### src/rtl/sdr_turn_pkg.sv
package sdr_turn_pkg;
  typedef enum logic [3:0] {
    CMD_NOP = 4'b0111,
    CMD_ACT = 4'b0011,
    CMD_RD  = 4'b0101,
    CMD_WR  = 4'b0100,
    CMD_PRE = 4'b0010
  } sdr_cmd_e;

  localparam int BURST_LEN = 4;
  localparam int BN_W      = $clog2(BURST_LEN);
  localparam int CL_LO     = 2;
  localparam int CL_HI     = 3;
  localparam int AP_BIT    = 10;
endpackage

### src/rtl/sdr_beat_tracker.sv
module sdr_beat_tracker
  import sdr_turn_pkg::*;
#(
  parameter int BURST = BURST_LEN
) (
  input  logic            clk,
  input  logic            rst,
  input  logic            issue,
  input  logic            issue_full,
  input  logic            issue_cl3,
  output logic            beat_valid,
  output logic [BN_W-1:0] beat_num,
  output logic            future_free
);
  localparam int DW = CL_HI + BURST;

  logic [DW-1:0]   due_q;
  logic [DW-1:0]   pat;
  logic [DW-1:0]   pat_sh;
  logic [BN_W-1:0] num_q;

  always_comb begin
    pat    = issue_full ? DW'({BURST{1'b1}}) : DW'(1);
    pat_sh = issue_cl3 ? (pat << CL_HI) : (pat << CL_LO);
  end

  always_ff @(posedge clk) begin
    if (rst) begin
      due_q <= '0;
      num_q <= '0;
    end else begin
      due_q <= (due_q >> 1) | (issue ? pat_sh : '0);
      if (issue)
        num_q <= '0;
      else if (due_q[0])
        num_q <= num_q + BN_W'(1);
    end
  end

  assign beat_valid  = due_q[0];
  assign beat_num    = num_q;
  assign future_free = ~|due_q[DW-1:1];

  assert_beat_order_R3: assert property (@(posedge clk) disable iff (rst)
    (beat_valid && $past(beat_valid)) |-> (beat_num == $past(beat_num) + BN_W'(1)));
endmodule

### src/rtl/sdr_trp_timer.sv
module sdr_trp_timer #(
  parameter int TRP = 3
) (
  input  logic clk,
  input  logic rst,
  input  logic load,
  input  logic act_fire,
  output logic expired
);
  localparam int CW = $clog2(TRP + 1);

  logic [CW-1:0] cnt_q;
  logic [CW-1:0] since_q;

  always_ff @(posedge clk) begin
    if (rst)
      cnt_q <= '0;
    else if (load)
      cnt_q <= CW'(TRP - 1);
    else if (cnt_q != '0)
      cnt_q <= cnt_q - CW'(1);
  end

  always_ff @(posedge clk) begin
    if (rst)
      since_q <= CW'(TRP);
    else if (load)
      since_q <= '0;
    else if (since_q != CW'(TRP))
      since_q <= since_q + CW'(1);
  end

  assign expired = (cnt_q == '0);

  assert_trp_gap_R5: assert property (@(posedge clk) disable iff (rst)
    act_fire |-> (since_q >= CW'(TRP - 1)));
endmodule

### src/rtl/sdr_turn_seq.sv
module sdr_turn_seq
  import sdr_turn_pkg::*;
#(
  parameter int BA_W   = 2,
  parameter int ROW_W  = 13,
  parameter int COL_W  = 10,
  parameter int ADDR_W = 13,
  parameter int TRP    = 3,
  parameter int BURST  = BURST_LEN
) (
  input  logic              clk,
  input  logic              rst,
  input  logic              req_valid,
  output logic              req_ready,
  input  logic              req_close,
  input  logic              req_pre_all,
  input  logic              req_cl3,
  input  logic [BA_W-1:0]   req_rd_bank,
  input  logic [COL_W-1:0]  req_rd_col,
  input  logic [BA_W-1:0]   req_wr_bank,
  input  logic [COL_W-1:0]  req_wr_col,
  input  logic [ROW_W-1:0]  req_row,
  input  logic              future_free,
  input  logic              trp_expired,
  output sdr_cmd_e          cmd,
  output logic [BA_W-1:0]   ba,
  output logic [ADDR_W-1:0] addr,
  output logic              dqm,
  output logic              wr_oe,
  output logic              rd_issue,
  output logic              rd_full,
  output logic              rd_cl3,
  output logic              trp_load,
  output logic              act_fire
);
  localparam int PH_MAX = BURST + TRP + CL_HI + 2;
  localparam int PH_W   = $clog2(PH_MAX + 1);

  logic              busy_q, close_q, all_q, cl3_q, pre_done_q;
  logic [PH_W-1:0]   ph_q, ph_nxt;
  logic [BA_W-1:0]   rb_q, wb_q;
  logic [COL_W-1:0]  wcol_q;
  logic [ROW_W-1:0]  row_q;
  logic [PH_W-1:0]   cl_v, mask_lo, mask_hi, wr_at;
  logic              wr_fire;
  logic [ADDR_W-1:0] pre_addr, rd_addr, wr_addr;

  sdr_cmd_e          cmd_q;
  logic [BA_W-1:0]   ba_q;
  logic [ADDR_W-1:0] addr_q;
  logic              dqm_q, oe_q;

  always_comb begin
    ph_nxt   = (ph_q == PH_W'(PH_MAX)) ? ph_q : ph_q + PH_W'(1);
    cl_v     = cl3_q ? PH_W'(CL_HI) : PH_W'(CL_LO);
    mask_lo  = cl_v - PH_W'(1);
    mask_hi  = cl_v + PH_W'(BURST - 3);
    wr_at    = cl_v + PH_W'(2);
    rd_issue = req_valid && !busy_q;
    trp_load = busy_q && close_q && !pre_done_q && (ph_nxt == PH_W'(BURST));
    act_fire = busy_q && close_q && pre_done_q && trp_expired;
    wr_fire  = busy_q && !close_q && (ph_nxt >= wr_at) && future_free;
    pre_addr = '0;
    pre_addr[AP_BIT] = all_q;
    rd_addr  = ADDR_W'(req_rd_col);
    rd_addr[AP_BIT] = 1'b0;
    wr_addr  = ADDR_W'(wcol_q);
    wr_addr[AP_BIT] = 1'b0;
  end

  always_ff @(posedge clk) begin
    if (rst) begin
      busy_q     <= 1'b0;
      close_q    <= 1'b0;
      all_q      <= 1'b0;
      cl3_q      <= 1'b0;
      pre_done_q <= 1'b0;
      ph_q       <= '0;
      rb_q       <= '0;
      wb_q       <= '0;
      wcol_q     <= '0;
      row_q      <= '0;
      cmd_q      <= CMD_NOP;
      ba_q       <= '0;
      addr_q     <= '0;
      dqm_q      <= 1'b0;
      oe_q       <= 1'b0;
    end else begin
      cmd_q  <= CMD_NOP;
      ba_q   <= '0;
      addr_q <= '0;
      dqm_q  <= 1'b0;
      oe_q   <= 1'b0;
      if (rd_issue) begin
        busy_q     <= 1'b1;
        close_q    <= req_close;
        all_q      <= req_pre_all;
        cl3_q      <= req_cl3;
        pre_done_q <= 1'b0;
        ph_q       <= '0;
        rb_q       <= req_rd_bank;
        wb_q       <= req_wr_bank;
        wcol_q     <= req_wr_col;
        row_q      <= req_row;
        cmd_q      <= CMD_RD;
        ba_q       <= req_rd_bank;
        addr_q     <= rd_addr;
      end else if (busy_q) begin
        ph_q <= ph_nxt;
        if (close_q) begin
          if (trp_load) begin
            cmd_q      <= CMD_PRE;
            ba_q       <= rb_q;
            addr_q     <= pre_addr;
            pre_done_q <= 1'b1;
          end else if (act_fire) begin
            cmd_q  <= CMD_ACT;
            ba_q   <= rb_q;
            addr_q <= ADDR_W'(row_q);
            busy_q <= 1'b0;
          end
        end else begin
          dqm_q <= (ph_nxt >= mask_lo) && (ph_nxt <= mask_hi);
          if (wr_fire) begin
            cmd_q  <= CMD_WR;
            ba_q   <= wb_q;
            addr_q <= wr_addr;
            oe_q   <= 1'b1;
            busy_q <= 1'b0;
          end
        end
      end
    end
  end

  assign req_ready = !busy_q;
  assign cmd       = cmd_q;
  assign ba        = ba_q;
  assign addr      = addr_q;
  assign dqm       = dqm_q;
  assign wr_oe     = oe_q;
  assign rd_full   = req_close;
  assign rd_cl3    = req_cl3;

  assert_dqm_turn_only_R6: assert property (@(posedge clk) disable iff (rst)
    dqm_q |-> (busy_q && !close_q));
endmodule

### src/rtl/sdr_turnaround_sched.sv
module sdr_turnaround_sched
  import sdr_turn_pkg::*;
#(
  parameter int BA_W   = 2,
  parameter int ROW_W  = 13,
  parameter int COL_W  = 10,
  parameter int ADDR_W = 13,
  parameter int TRP    = 3
) (
  input  logic              clk,
  input  logic              rst,
  input  logic              req_valid,
  output logic              req_ready,
  input  logic              req_close,
  input  logic              req_pre_all,
  input  logic              req_cl3,
  input  logic [BA_W-1:0]   req_rd_bank,
  input  logic [COL_W-1:0]  req_rd_col,
  input  logic [BA_W-1:0]   req_wr_bank,
  input  logic [COL_W-1:0]  req_wr_col,
  input  logic [ROW_W-1:0]  req_row,
  output logic              sd_cs_n,
  output logic              sd_ras_n,
  output logic              sd_cas_n,
  output logic              sd_we_n,
  output logic [BA_W-1:0]   sd_ba,
  output logic [ADDR_W-1:0] sd_addr,
  output logic              sd_dqm,
  output logic              wr_oe,
  output logic              rd_beat_valid,
  output logic [BN_W-1:0]   rd_beat_num
);
  sdr_cmd_e cmd;
  logic     future_free, trp_expired, rd_issue, rd_full, rd_cl3, trp_load, act_fire;

  sdr_turn_seq #(
    .BA_W(BA_W), .ROW_W(ROW_W), .COL_W(COL_W), .ADDR_W(ADDR_W),
    .TRP(TRP), .BURST(BURST_LEN)
  ) u_seq (
    .clk(clk), .rst(rst),
    .req_valid(req_valid), .req_ready(req_ready),
    .req_close(req_close), .req_pre_all(req_pre_all), .req_cl3(req_cl3),
    .req_rd_bank(req_rd_bank), .req_rd_col(req_rd_col),
    .req_wr_bank(req_wr_bank), .req_wr_col(req_wr_col), .req_row(req_row),
    .future_free(future_free), .trp_expired(trp_expired),
    .cmd(cmd), .ba(sd_ba), .addr(sd_addr), .dqm(sd_dqm), .wr_oe(wr_oe),
    .rd_issue(rd_issue), .rd_full(rd_full), .rd_cl3(rd_cl3),
    .trp_load(trp_load), .act_fire(act_fire)
  );

  sdr_beat_tracker #(.BURST(BURST_LEN)) u_beats (
    .clk(clk), .rst(rst),
    .issue(rd_issue), .issue_full(rd_full), .issue_cl3(rd_cl3),
    .beat_valid(rd_beat_valid), .beat_num(rd_beat_num),
    .future_free(future_free)
  );

  sdr_trp_timer #(.TRP(TRP)) u_trp (
    .clk(clk), .rst(rst),
    .load(trp_load), .act_fire(act_fire),
    .expired(trp_expired)
  );

  assign {sd_cs_n, sd_ras_n, sd_cas_n, sd_we_n} = cmd;

  assert_read_after_accept_R2: assert property (@(posedge clk) disable iff (rst)
    (req_valid && req_ready) |=> (cmd == CMD_RD));

  assert_pre_in_burst_R4: assert property (@(posedge clk) disable iff (rst)
    (cmd == CMD_PRE) |-> rd_beat_valid);

  assert_oe_bus_free_R7: assert property (@(posedge clk) disable iff (rst)
    wr_oe |-> (!rd_beat_valid && !sd_dqm));
endmodule

### config.mk
export PLATFORM = sky130hd
export DESIGN_NAME = sdr_turnaround_sched
export DESIGN_NICKNAME = d
export VERILOG_FILES = /design/src/rtl/sdr_turn_pkg.sv /design/src/rtl/sdr_beat_tracker.sv /design/src/rtl/sdr_trp_timer.sv /design/src/rtl/sdr_turn_seq.sv /design/src/rtl/sdr_turnaround_sched.sv
export SDC_FILE = /design/constraint.sdc
export NUM_CORES = 1
export LEC_CHECK = 0
export ABC_CLOCK_PERIOD_IN_PS = 6850
export BUFFER_PORTS_ARGS = -buffer_cell sky130_fd_sc_hd__buf_2
export CAP_MARGIN = 20
export CELL_PAD_IN_SITES_DETAIL_PLACEMENT = 0
export CELL_PAD_IN_SITES_GLOBAL_PLACEMENT = 1
export CORE_ASPECT_RATIO = 0.6
export CORE_MARGIN = 1
export CORE_UTILIZATION = 30
export DETAILED_ROUTE_END_ITERATION = 10
export PLACE_DENSITY_LB_ADDON = 0.1
export SETUP_SLACK_MARGIN = 0.05
export SYNTH_ARGS = -nofsm -noshare
export SYNTH_HDL_FRONTEND = slang
export SYNTH_SLANG_ARGS = --single-unit
### constraint.sdc
create_clock -name clk -period 6.85 [get_ports clk]
set_clock_uncertainty 0.2 [all_clocks]
set_input_delay 1.7125 -clock clk [delete_from_list [all_inputs] [get_ports clk]]
set_output_delay 1.7125 -clock clk [all_outputs]
set_load 0.05 [all_outputs]
### Word level (Yosys, flattened, before mapping)

Cells that the tools add are included.

* multiplexer cells: 32
* $lt $le $gt $ge: 3
* $add $sub $neg: 6
* shift operators: 0
* multiply operators: 0
* equality and inequality tests: 2
* reduce and logical (&&, ||, !) cells: 23
* bitwise operators: 2
* divide/modulo/power cells: 0

Operators by type and width (count)
* $mux W13: 3
* $mux W10: 3
* $mux W2: 11
* $mux W4: 4
* $mux W7: 2
* $logic_and A1 B1 Y1: 10
* $add A4 B1 Y4 const B: 2
* $ge A4 B4 Y1: 2
* $mux W1: 8
* $or A6 B7 Y7: 1
* $reduce_or A6 Y1: 1
* $add A4 B2 Y4 const B: 1
* $eq A4 B3 Y1 const B: 1
* $eq A4 B4 Y1 const B: 1
* $le A4 B4 Y1: 1
* $logic_not A1 Y1: 4
* $reduce_bool A2 Y1: 2
* $reduce_or A2 Y1: 2
* $reduce_or A4 Y1: 1
* $sub A4 B1 Y4 const B: 1
* $mux W3: 1
* $reduce_and A3 Y1: 1
* $reduce_or A3 Y1: 1
* $add A2 B1 Y2 const B: 1
* 3 further kinds: 3

* logic and storage cells: 89
* register bits: 68
* bits in latches: 0
* memory bits (read-only): 0
* memories kept: 0
* input port bits: 43
* output and inout port bits: 25
* RAM bits: 0

### Depth between registers and ports, before layout

Gate-level depths: netlist of run 1.

* depth in word-level cells: 9
* mapped depth: 11
* gate-level depth less buffers: 10

### Cells and area by module

A second synthesis of run 1 with hierarchy kept.

* cells, all modules: 305
* area total of the unflattened synthesis: 2646.3 um^2

By module, submodules not included
* sdr_turn_seq: sequential area each 1121.1 um^2, cells an instance 269, times used 1, area each 2269.7 um^2
* sdr_beat_tracker: sequential area each 180.2 um^2, cells an instance 30, times used 1, area each 309.0 um^2
* sdr_trp_timer: sequential area each 40.0 um^2, cells an instance 6, times used 1, area each 67.6 um^2

### Worst setup path after synthesis of run 1

Ideal clock, no wire load.

* path kind: input to register
* from: in req_valid
* to: reg u_seq.addr_q[4], in the netlist u_seq.addr[4]
* setup time: 0.128 ns
* arrival time: 2.562 ns
* stages on the path: 5
* required time: 6.522 ns
* path buffers: 2
* slack: 3.960 ns
* cells stage by stage: nor2b_1 clkbuf_1 clkbuf_1 a222oi_1 nor2_1

* word-level cells in the longest chain between the ends: 2

Ends and longest elaborated chain
* start: declaration: line sdr_turnaround_sched.sv:12 `input logic req_valid,`
* $logic_and A1 B1 Y1: line sdr_turn_seq.sv:59 `rd_issue = req_valid && !busy_q;`
* $mux W10: line sdr_turn_seq.sv:94 `if (rd_issue) begin`
* end signal: assignment: line sdr_turn_seq.sv:107 `addr_q <= rd_addr;`
* end signal: assignment: line sdr_turn_seq.sv:114 `addr_q <= pre_addr;`
* end signal: assignment: line sdr_turn_seq.sv:119 `addr_q <= ADDR_W'(row_q);`
* end: declaration: line sdr_turn_seq.sv:50 `logic [ADDR_W-1:0] addr_q;`

No other way between the ends.
A chain may end at the register's enable or synchronous reset.

### Worst setup path after layout of run 1

* from: reg u_seq.busy_q
* to: out req_ready

* word-level cells in the longest chain between the ends: 1

Ends and longest elaborated chain
* start: declaration: line sdr_turn_seq.sv:39 `logic busy_q, close_q, all_q, cl3_q, pre_done_q;`
* start signal: assignment: line sdr_turn_seq.sv:73 `busy_q <= 1'b0;`
* start signal: assignment: line sdr_turn_seq.sv:95 `busy_q <= 1'b1;`
* start signal: assignment: line sdr_turn_seq.sv:120 `busy_q <= 1'b0;`
* $logic_not A1 Y1: line sdr_turn_seq.sv:136 `assign req_ready = !busy_q;`
* end: declaration: line sdr_turnaround_sched.sv:13 `output logic req_ready,`

No other way between the ends.

==> impl_metrics.csv, run 1 <==
group,metric,value,unit
yosys,ys_seq_area_share,52.4,%
route,detail_route.wirelength,6.50,mm
clock_network,cts_tree,"built",
sta,min_period,3.32,ns
sta,setup_viol,0,
route,firstDrtPassIters,4,
finish,final_area,3300,um^2
clock_network,cts_repair_resize_count,0,
route,vias_per_cell,4.67,
place,place_congestion,0.815,
flow_run,max_cap_violations,0,
finish,regArea,1340,um^2
place,placed_cells,449,
clock_network,clock_latency,0.33,ns
floorplanning,rows,25,
clock_network,numClockSinks,67,
yosys,netlist-cell-type-count,41,
yosys,synth-seq-cells,67,
power,irDropWorstVdd,121,uV
power,p_leak,1.41,nW
grt,grt_max_degree,59,
grt,antenna_found_initial,0,
sta,fin_tns_setup,0,ns
yosys,synth_area_leaders,"dfxtp_1 52%, nand2_1 9.7%, a21oi_1 7.6%",
route,vias,2172,
yosys,synthesis.area,2560,um^2
grt,grt_pass1_vias,1887,
yosys,yosysTopAreaCell,"dfxtp_1",
critical_path,worstPathArrival,1.41,ns
power,p_seq_share,41.3,%
critical_path,critPathKind,"flip-flop to output pin",
clock_network,cts_buffers,9,
finish,final_cells,465,
power,power.switching,0.235,mW
sta,hold_viol_final,0,
floorplanning,die_x,121,um
route,drt_first_iter_violations,168,
critical_path,cp-end-kind,"output pin",
critical_path,cp_max_fo,10,
finish,synthToLayoutAreaGrowth,29.0,%
worst_hold_path,hp-class,"flip-flop to flip-flop",
run_status,status,"completed",
finish,antenna_cells,0,
place,post-place-ws,3.47,ns
sta,relSlewSlack,29.7,%
yosys,synthCells,291,
power,clkPwrFrac,49.6,%
route,wl_per_cell,14.0,um
clock_network,clk_pin_slew,0.05,ns
clock_network,post_cts_buffers,0,
grt,gr-total-overflow,0,
power,p_sw_share,23.3,%
sta,period_share,48.5,%
sta,tightestPinTransition,1.06,ns
finish,fillers,867,
grt,grt_pass1_wl,10.2,mm
yosys,yosysTopAreaCellShare,52.4,%
finish,final_common_cell,"dfxtp_1",
route,drc,0,
clock_network,clock_path_buffers,2,
floorplanning,start_util,31.7,%
power,p_int,0.777,mW
yosys,syn_area_per_cell,8.80,um^2
floorplanning,dieHeight,73.6,um
clock_network,clockRootBuffer,"clkbuf_16",
yosys,syn_nets,341,
place,dpl.hpwl,4.33,mm
floorplanning,ioPinCount,68,
clock_network,h-tree-depth,3,
finish,layout.nets,402,
power,power,1.01,mW
finish,drive_gt1_share,25.5,%
sta,layout_setup_ws,3.53,ns
finish,final_cell_mix,"67 x dfxtp_1, 66 x nand2_1, 66 x buf_2, 39 x a21oi_1, 25 x nor2_1",
power,p_per_area,306,nW/um^2
clock_network,hold_buffers,0,
yosys,yosysWarnings,0,
sta,drv_slew,0,
finish,multi_input_comb_area,1110,um^2
place,placed_area,2980,um^2
place,port-buffer-count,66,
critical_path,critPathRequiredTime,4.94,ns
sta,grt_setup_unrepaired,"false",
critical_path,startpoint_type,"flip-flop",
power,comb_power_share,9.1,%
grt,grtUsageTotal,16.0,%
floorplanning,coreArea,8070,um^2
route,ant_nets,0,
floorplanning,dieArea,8920,um^2
sta,fmax,0.301,GHz
==> synth_stat cells (all sizes together) <==
library cell,count
dfxtp,67
nand2,66
a21oi,39
nor2,25
clkbuf,15
inv,11
a222oi,10
ha,7
mux2i,4
nor2b,4
nor4,4
xnor2,4
and3,3
buf,3
nor3,3
a21boi,2
a31oi,2
nand3,2
nor3b,2
o21ai,2
o21bai,2
a211o,1
a221oi,1
a22oi,1
conb,1
mux2,1
nand2b,1
nor4b,1
o2111ai,1
o211a,1
o22ai,1
o311ai,1
or2,1
or3,1
xor2,1
==> layout make-up <==
cell class,instances,share of cell area (%)
flip-flops and latches,67,40.6
multi-input cells,195,33.5
repair buffers,68,10.7
clock buffers,11,7.65
well taps,108,4.09
clock inverters,5,2.27
inverters,11,1.25
==> registers in the layout, summed over array words and instances, names as in the netlist, 2 cells and up <==
register and cells:
u_trp.cnt_q 2, u_seq.rb_q 2, u_seq.wcol_q 10, u_seq.cmd 3
u_beats.due_q 7, u_seq.ph_q 4, u_seq.ba 2, u_seq.addr 13
u_seq.row_q 13, u_seq.wb_q 2, u_beats.beat_num 2
==> critical path: stages (launching register included) <==
cell and delay [ns]:
dfxtp_1 0.61, inv_1 0.21, buf_2 0.26
==> logic make-up after synthesis <==
group	share of synthesized area, %
mux	2.15
buf+inv	4.74
other cells	0.146
simple gates	19.3
flops	52.4
fa+ha+maj	3.42
compound gates	16.2
xor+xnor	1.71
==> worst paths after layout <==
check | cells after the start | slack [ns] | endpoint | start
hold reg to reg | 2 | 0.25 | u_seq.row_q[5] | u_seq.row_q[5]
setup / recovery | 2 | 3.53 | req_ready | u_seq.busy_q
hold / removal | 2 | 0.25 | u_seq.row_q[5] | u_seq.row_q[5]
setup reg to reg | 10 | 3.86 | u_seq.cmd[0] | u_seq.ph_q[0]
==> layer usage <==
layer  up-vias  global-route usage (%)  wire, um
met2        65                    19.8      2470
met4         0                    6.17        57
li1       1107                       -         -
met5         -                       0         0
met1       996                    23.0      3530
met3         4                    7.45       440
==> through the flow <==
| step | utilization, % | hold WS, ns |
|---|---|---|
| floorplan | - | 0.225 |
| detailed placement | 36.9 | 0.248 |
| global route | 40.9 | 0.267 |
| CTS | 40.9 | 0.255 |
| global placement | 36.7 | 0.242 |
| finish | 40.9 | 0.252 |
==> power by group through the flow <==
stage / logic, mW / clock network (mW) / registers [mW]
after floorplan: 0.0515 / 0 / 0.437
after global placement: 0.0918 / 0 / 0.427
after detailed placement: 0.0932 / 0 / 0.427
after CTS: 0.0934 / 0.519 / 0.418
after global routing: 0.102 / 0.537 / 0.420
final: 0.0919 / 0.502 / 0.419
(Power assumes the default switching activity.)
==> run 2, diff against run 1 <==
ABC_CLOCK_PERIOD_IN_PS = 3000   (was 6850)
clock period = 3 ns   (was 6.85 ns; I/O delays follow)
==> run 2 against run 1 <==
  * Hold slack got worse by 0.00096 ns
  * Critical endpoint is now u_seq.cmd[0]
  * Largest cell class unchanged
  * Highest routed layer unchanged
  * Non-clock buffer count rose by 6
  * Clock power rose by 99%
  * Register-to-register slack got worse by 3.7 ns
  * Clock-buffer cell count rose by 4
  * Wire length rose by 2.9%
  * Design area rose by 0.72%
  * Sequential share of layout area fell by 0.25 points
==> impl_metrics.csv, run 2 (same netlist as run 1, synthesis figures left out) <==
group,metric,value,unit
grt,antenna_found_initial,0,
sta,fin_tns_setup,0,ns
finish,multi_input_comb_area,1110,um^2
critical_path,r2r-start,"u_seq.ph_q[0]",
route,wl_per_cell,14.2,um
sta,layout_setup_ws,0.208,ns
critical_path,cp-end-kind,"flip-flop",
route,firstDrtPassIters,5,
route,vias_per_cell,4.66,
grt,grtUsageMet3,6.44,%
place,placed_area,3010,um^2
floorplanning,dieArea,8920,um^2
finish,drive_gt1_share,26.7,%
route,detail_route.wirelength,6.68,mm
sta,relSlewSlack,47.6,%
sta,fmax,0.358,GHz
grt,gr-total-overflow,0,
critical_path,crit_top_cell,"ha_1",
floorplanning,rows,25,
route,drt_first_iter_violations,139,
route,drc,0,
finish,synthToLayoutAreaGrowth,29.9,%
grt,grtUsageTotal,16.4,%
worst_hold_path,min_from,"u_seq.row_q[5]",
grt,top_usage_layer,"met1",
power,p_leak,1.43,nW
power,power,2.18,mW
clock_network,cts_tree,"built",
critical_path,worstPathCellList,"inv_1 > ha_1 > nand3_1 > xnor2_2 > ha_1 > nor2b_1 > a221oi_1 > o211a_4 > nor2_1 > or3_1",
grt,use_met1,22.8,%
finish,final_area,3330,um^2
place,post-place-ws,0.247,ns
floorplanning,die_x,121,um
worst_hold_path,hp-class,"flip-flop to flip-flop",
clock_network,clock_path_buffers,2,
run_status,status,"completed",
grt,grt_util_met2,22.2,%
critical_path,critPathRequiredTime,3.00,ns
finish,antenna_cells,0,
grt,grt_max_degree,33,
route,vias,2194,
critical_path,critPathKind,"flip-flop to flip-flop",
clock_network,cts_buffers,9,
critical_path,cp_max_fo,9,
power,p_per_area,654,nW/um^2
floorplanning,start_util,31.7,%
finish,regArea,1340,um^2
critical_path,startpoint_type,"flip-flop",
sta,period_share,93.1,%
floorplanning,coreArea,8070,um^2
finish,final_cell_mix,"66 x nand2_1, 66 x buf_2, 66 x dfxtp_1, 39 x a21oi_1, 25 x nor2_1",
critical_path,rrSetupSlack,0.21,ns
grt,grt_pass1_vias,2044,
sta,tightestPinTransition,0.785,ns
sta,drv_slew,0,
place,port-buffer-count,66,
critical_path,max_stage_delay,0.35,ns
finish,layout.nets,408,
sta,grt_setup_unrepaired,"false",
floorplanning,ioPinCount,68,
sta,min_period,2.79,ns
clock_network,clk_pin_slew,0.05,ns
critical_path,rr_endpoint,"u_seq.cmd[0]",
clock_network,numClockSinks,67,
place,dpl.hpwl,4.53,mm
finish,fillers,863,
floorplanning,dieHeight,73.6,um
flow_run,max_cap_violations,0,
worst_hold_path,hold_depth,2,
clock_network,clock_latency,0.32,ns
clock_network,clockRootBuffer,"clkbuf_16",
clock_network,h-tree-depth,3,
route,ant_nets,0,
power,irDropWorstVdd,274,uV
critical_path,rr_worst_depth,10,
sta,setup_viol,0,
worst_hold_path,holdPathEnd,"u_seq.row_q[5]",
critical_path,slowest_stage,"dfxtp_2",
place,place_congestion,0.722,
critical_path,worstPathArrival,2.79,ns
grt,grt_pass1_wl,10.7,mm
sta,hold_viol_final,0,
## run 2: cell types whose count changed in the layout (fill, tap and decap cells not counted)
cell / delta
buf_12: +1
buf_4: +6
buf_8: -1
bufinv_16: -2
clkbuf_1: +2
clkbuf_8: +2
clkinv_2: -2
dfxtp_1: -1
dfxtp_2: +1
xnor2_1: -1
xnor2_2: +1
## run 2: how the worst max path moves through the flow
stage / startpoint / endpoint / slack (ns) / cells after the start
6_report: u_seq.ph_q[0] / u_seq.cmd[0] / 0.21 / 10
5_1_grt: u_seq.ph_q[0] / u_seq.addr[5] / 0.05 / 11
2_1_floorplan: u_seq.ph_q[0] / u_seq.cmd[0] / 0.51 / 10
3_3_place_gp: u_seq.ph_q[0] / u_seq.cmd[0] / 0.31 / 10
4_1_cts: u_seq.ph_q[0] / u_seq.cmd[0] / 0.19 / 10
3_5_place_dp: u_seq.ph_q[0] / u_seq.cmd[0] / 0.25 / 10
## run 2: repair_timing
item                       CTS  global route
resized for setup            0             2
setup endpoints to repair    0             7
hold buffers                 0             0
buffers inserted             0             2
## run 2: report_power, final
| group | internal, mW | switching, mW |
|---|---|---|
| Clock | 0.648 | 0.352 |
| Sequential | 0.932 | 0.0263 |
| Combinational | 0.0800 | 0.137 |
| Total | 1.66 | 0.515 |
## run 2: area by class of cell
type	instances	share of cell area (%)
clock buffer	15	8.65
clock inverter	1	0.150
inverter	11	1.24
multi-input combinational	195	33.5
sequential	67	40.3
tap	108	4.06
timing repair buffer	74	12.1
## run 2: worst max-delay path, delay by kind of cell (launching register included)
kind,cells,cell delay (ns)
AOI/OAI and AO/OA,2,0.62
xor gates and xnor gates,1,0.20
adders and majority gates,2,0.53
buffers and inverters,1,0.12
DFF,1,0.35
and+or+nand+nor,4,0.66
## run 2: metal layers
| layer | up-vias | routed length (um) |
|---|---|---|
| met3 | 2 | 261 |
| li1 | 1127 | - |
| met1 | 1025 | 3720 |
| met2 | 40 | 2680 |
| met4 | 0 | 25 |
| met5 | - | 0 |
## run 2: metrics by stage
stage | cells | hold slack (ns) | utilization (%)
floorplan | 291 | 0.225 | -
global route | 471 | 0.273 | 41.2
global placement | 453 | 0.243 | 37.3
finish | 471 | 0.251 | 41.2
detailed placement | 453 | 0.245 | 37.3
CTS | 469 | 0.256 | 40.9
